## src/rtl/sreg_cmd_master.sv

```systemverilog
`timescale 1ns/1ps
module sreg_cmd_master #(
  parameter int CLK_DIV   = 250,
  parameter int BUSY_SCK  = 16,
  parameter int MAX_BYTES = 32,
  parameter int MIN_BYTES = 4
) (
  input  logic                           clk,
  input  logic                           rst_n,
  input  logic                           wr_en,
  input  logic [$clog2(MAX_BYTES)-1:0]   wr_addr,
  input  logic [7:0]                     wr_data,
  input  logic                           req,
  input  logic [$clog2(MAX_BYTES):0]     req_len,
  input  logic [7:0]                     err_code,
  input  logic                           miso,
  output logic                           cs_n,
  output logic                           sck,
  output logic                           mosi,
  output logic                           busy,
  output logic                           done,
  output logic [1:0]                     status,
  output logic [7:0]                     rsp_data
);
  localparam int AW = $clog2(MAX_BYTES);
  localparam int LW = AW + 1;
  localparam int DW = $clog2(CLK_DIV);
  localparam int HW = $clog2(2*BUSY_SCK + 1);

  typedef enum logic [2:0] {S_IDLE, S_SHIFT, S_GAP, S_HOLD, S_READ, S_FIN} state_t;

  state_t          st;
  logic [DW-1:0]   div;
  logic [HW-1:0]   hcnt;
  logic [AW-1:0]   idx, last;
  logic [2:0]      bi;
  logic            ph;
  logic [7:0]      rx;
  logic [7:0]      mem [MAX_BYTES];

  wire tick   = (st != S_IDLE) && (div == DW'(CLK_DIV-1));
  wire len_ok = (req_len >= LW'(MIN_BYTES)) && (req_len <= LW'(MAX_BYTES));
  assign busy = (st != S_IDLE);

  always_ff @(posedge clk)
    if (wr_en && st == S_IDLE) mem[wr_addr] <= wr_data;

  always_ff @(posedge clk or negedge rst_n) begin
    if (!rst_n) begin
      st       <= S_IDLE;
      div      <= '0;
      hcnt     <= '0;
      idx      <= '0;
      last     <= '0;
      bi       <= '0;
      ph       <= 1'b0;
      rx       <= '0;
      cs_n     <= 1'b1;
      sck      <= 1'b1;
      mosi     <= 1'b0;
      done     <= 1'b0;
      status   <= 2'b00;
      rsp_data <= '0;
    end else begin
      done <= 1'b0;
      div  <= (st == S_IDLE || tick) ? '0 : div + 1'b1;
      case (st)
        S_IDLE:
          if (req) begin
            if (len_ok) begin
              st   <= S_SHIFT;
              cs_n <= 1'b0;
              idx  <= '0;
              bi   <= '0;
              ph   <= 1'b0;
              last <= AW'(req_len - 1'b1);
            end else begin
              done   <= 1'b1;
              status <= 2'b10;
            end
          end
        S_SHIFT:
          if (tick) begin
            if (!ph) begin
              sck  <= 1'b0;
              mosi <= mem[idx][bi];
              ph   <= 1'b1;
            end else begin
              sck <= 1'b1;
              ph  <= 1'b0;
              if (bi == 3'd7) begin
                bi   <= '0;
                hcnt <= '0;
                if (idx == last) st <= S_HOLD;
                else begin
                  idx <= idx + 1'b1;
                  st  <= S_GAP;
                end
              end else bi <= bi + 1'b1;
            end
          end
        S_GAP:
          if (tick) begin
            if (hcnt == HW'(1)) st <= S_SHIFT;
            else hcnt <= hcnt + 1'b1;
          end
        S_HOLD:
          if (tick) begin
            if (hcnt == '0) begin
              cs_n <= 1'b1;
              mosi <= 1'b0;
            end
            if (hcnt == HW'(2*BUSY_SCK)) begin
              cs_n <= 1'b0;
              st   <= S_READ;
              hcnt <= '0;
              bi   <= '0;
              ph   <= 1'b0;
            end else hcnt <= hcnt + 1'b1;
          end
        S_READ:
          if (tick) begin
            if (!ph) begin
              sck <= 1'b0;
              ph  <= 1'b1;
            end else begin
              sck    <= 1'b1;
              ph     <= 1'b0;
              rx[bi] <= miso;
              if (bi == 3'd7) st <= S_FIN;
              else bi <= bi + 1'b1;
            end
          end
        S_FIN:
          if (tick) begin
            cs_n     <= 1'b1;
            done     <= 1'b1;
            rsp_data <= rx;
            status   <= (rx == err_code) ? 2'b01 : 2'b00;
            st       <= S_IDLE;
          end
        default: st <= S_IDLE;
      endcase
    end
  end
endmodule

```

## config.mk

```make
export PLATFORM = sky130hd
export DESIGN_NAME = sreg_cmd_master
export DESIGN_NICKNAME = d
export VERILOG_FILES = /design/src/rtl/sreg_cmd_master.sv
export SDC_FILE = /design/constraint.sdc
export NUM_CORES = 1
export LEC_CHECK = 0
export ABC_AREA = 1
export BUFFER_PORTS_ARGS = -buffer_cell sky130_fd_sc_hd__buf_2
export CAP_MARGIN = 20
export CORE_ASPECT_RATIO = 1.5
export CORE_MARGIN = 5
export CORE_UTILIZATION = 25
export CTS_BUF_LIST = sky130_fd_sc_hd__clkbuf_8 sky130_fd_sc_hd__clkbuf_16
export DETAILED_ROUTE_END_ITERATION = 8
export PLACE_DENSITY = 0.48
export SKIP_CTS_REPAIR_TIMING = 1
export SYNTH_ARGS = -nofsm -noshare
export SYNTH_HDL_FRONTEND = slang
export SYNTH_SLANG_ARGS = --single-unit
```

## constraint.sdc

```tcl
create_clock -name clk -period 2.4 [get_ports clk]
set_input_delay 0.48 -clock clk [delete_from_list [all_inputs] [get_ports clk]]
set_output_delay 0.48 -clock clk [all_outputs]
set_load 0.005 [all_outputs]
```

==> flow_summary.toml <==
[global_routing]
grt_usage_pct = 11.9
met1_usage_pct = 13.6
grt-ovfl-total = 0
grt_pass1_vias = 9475
antenna_found_initial = 4
grt_pass1_wl_um = 55700
use_met2_pct = 23.1
grt_max_degree = 74
gr-usage-met3_pct = 1.64
grt_busiest_layer = "met2"

[critical_path]
cp.buffers_inverters = 2
worst_path_largest_cell_delay_ns = 0.44
worstPathMaxFanout = 24
reg2reg_slack_ns = 0.23
criticalPathCategory = "reg2reg"
cp_cell_sequence = "inv_2, buf_6, nor2_1, o21ai_0, nand3_1, nand3_1, nand2_1, nand3_1, nand2_1, nand2_1, nand2_1, o21ai_1, nand2_1"
cp_num_cells = 13
cp.required_ns = 2.86
cpMostUsedCell = "nand2_1"
ff2ff_path_depth = 13
path_delay_family = "simple AND/OR/NAND/NOR gates"
crit_arrival_ns = 2.63
crit_slowest_cell = "dfrtp_2"
worstSetupStartpointType = "register"
end_kind = "register"

[cts]
cts_tree = "yes"
cts.sinks = 309
numCtsBuffers = 31
clk_path_buf_depth = 3
cts_root_buf = "clkbuf_16"
clkTransAtPathRegs_ns = 0.07
cts_max_level = 1
worstSkewPairLatency_ns = 0.57

[synthesis]
syn_area_mm2 = 0.0136
synth_top_family_by_area = "simple AND/OR/NAND/NOR gates"
synth-main-ff-cell = "edfxtp_1"
synth_edf_count = 256
ys_ff_latch = 309
yosys_warnings = 0
ys_async_sr_fraction_pct = 17.2
synth-seq-area-share_pct = 66.3
synthMuxAreaShare_pct = 0.0736
synth_compound_area_share_pct = 5.19
synthSimpleGateAreaFrac_pct = 22.2
syn_nets = 1368
synthAdderAreaFrac_pct = 0.828
yosysTopAreaCell = "edfxtp_1"
synth_top_cell_area_share_pct = 56.5
synth_cells = 1327
synth_xor_area_share_pct = 0.837
yosysUniqueCellTypes = 43
syn_avg_cell_area_um2 = 10.3
synth.area.top_cells = "edfxtp_1 (57%), nand2_1 (10%), dfrtp_1 (9.4%)"
post-synth-top-count-cell = "nand2_1"
synthTopCellsByCount = "nand2_1 (367), edfxtp_1 (256), nor2_1 (170)"

[final_layout]
multi_input_area_mm2 = 0.00396
layoutNonFillerInstCount = 2136
fillers = 5573
area_growth_syn_to_layout_pct = 18.3
layout-drive-gt1-share_pct = 14.1
regArea_mm2 = 0.00902
final_nets = 1461

[pwr]
p_leak_uw = 0.00629
p_per_area_mw_per_mm2 = 677
peakVddDrop_mv = 0.517
fin_total_pwr_uw = 10900

[sta]
whs_ns = 0.210
finalCriticalPeriod_ns = 2.17
setup_violations = 0
finalMaxSlewViolations = 0
fin_skew_ns = 0.00937
rsz0062_at_grt = "false"
slew_headroom_pct = 49.2
max_freq_mhz = 460
period_share_pct = 90.5
finalHoldViolCount = 0
worst-slew-pin-transition_ns = 0.763

[route]
routed_wl_um = 35800
routed_via_density = 4.39
antenna_left = 0
drt_iter0_drc = 561
num_vias = 9386
avgRoutedWirePerCell_um = 16.8
drt-pass1-iter-count = 5
drc = 0

[floorplan]
initial_core_util_pct = 25.3
rows = 104
dieWidth_um = 200
die_area_mm2 = 0.0593
die_h_um = 296
core_mm2 = 0.0537
io_pins = 47

[place]
portBuffers = 46
gp_congestion = 0.799
dp_cells = 2075
hpwl_um = 23100

[min_path]
min_path_cells = 3
hp-class = "in2reg"

[outcome]
status = "finished clean"

[flow_run]
cap_violations = 0
[cells by family (layout without fill, tap and decap cells)]
group | after synthesis | after routing
other | 0 | 3
xor gates and xnor gates | 13 | 13
AOI/OAI and AO/OA | 126 | 126
buffers and inverters | 153 | 270
muxes | 1 | 1
DFF | 309 | 309
and+or+nand+nor | 716 | 716
adders and majority gates | 9 | 9
[path summary, 6_finish.rpt]
| kind | from | endpoint |
|---|---|---|
| worst max register to register | idx[1]$_DFFE_PN0P_ | mosi$_DFFE_PN0P_ |
| min in group asynchronous | rst_n | last[3]$_DFFE_PN0P_ |
| worst min register to register | rsp_data[7]$_DFFE_PN0P_ | rsp_data[7]$_DFFE_PN0P_ |
| max in group asynchronous | rst_n | sck$_DFFE_PN1P_ |
| worst max-delay path | idx[1]$_DFFE_PN0P_ | mosi$_DFFE_PN0P_ |
| worst min-delay path | req | status[1]$_DFFE_PN0P_ |
[metal layers]
metal  vias up  share of wire, %
li1       4652                 -
met1      4539                40
met2       156                54
met3        39               3.5
met4         0               2.4
met5         -                 0
[cells in the final DEF, fill, tap and decap left out, types with 4 or more instances in the layout]
| master | n |
|---|---|
| nand2_1 | 367 |
| edfxtp_1 | 256 |
| nor2_1 | 170 |
| nand3_1 | 138 |
| inv_1 | 91 |
| o21ai_0 | 68 |
| buf_4 | 57 |
| dfrtp_1 | 49 |
| buf_2 | 46 |
| clkbuf_16 | 31 |
| a21oi_1 | 27 |
| o21ai_1 | 13 |
| clkinv_2 | 10 |
| nor3_1 | 9 |
| ha_1 | 9 |
| inv_2 | 8 |
| nor3b_1 | 8 |
| xor2_1 | 8 |
| buf_12 | 8 |
| o211ai_1 | 6 |
| xnor2_1 | 5 |
| nor2_4 | 4 |
| bufinv_16 | 4 |
[worst reg2reg max path, stage by stage (launching register included)]
cell     delay, ns
dfrtp_2       0.44
inv_2         0.22
buf_6         0.30
nor2_1        0.09
o21ai_0       0.12
nand3_1       0.12
nand3_1       0.18
nand2_1       0.09
nand3_1       0.08
nand2_1       0.12
nand2_1       0.08
nand2_1       0.05
o21ai_1       0.11
nand2_1       0.06
[cell type report]
class | instances | share of cell area, %
antenna | 3 | 0.0466
clock buffer | 31 | 4.82
clock inverter | 26 | 1.54
inverter | 100 | 2.36
multi-input combinational | 865 | 24.6
sequential | 309 | 56.0
tap | 689 | 5.36
timing repair buffer | 113 | 5.22
[state kept, by name, summed over array words and instances, names as in the netlist]
name      cells
mem         256
div           8
rsp_data      8
rx            8
hcnt          6
idx           5
last          5
bi            3
st            3
status        2
cs_n          1
done          1
mosi          1
ph            1
sck           1
[power breakdown]
part	total, uW	internal [uW]	leakage (uW)	switching, uW
sequential	5810	5810	0.00298	2.31
clock	4910	2800	0.000511	2110
combinational	181	39.4	0.00280	142
total	10900	8650	0.00629	2250
[through the flow]
stage	instance area, um2	setup TNS (ns)	utilization, %	setup slack [ns]
finish	16100	0	30.0	0.228
global route	16100	0	29.9	0.0374
floorplan	13600	0	-	0.356
CTS	16100	0	29.9	0.163
detailed placement	15000	-0.0584	28.0	-0.0259
global placement	15000	-0.00887	28.0	-0.00669
No activity file was read; power rests on OpenSTA's default activity.
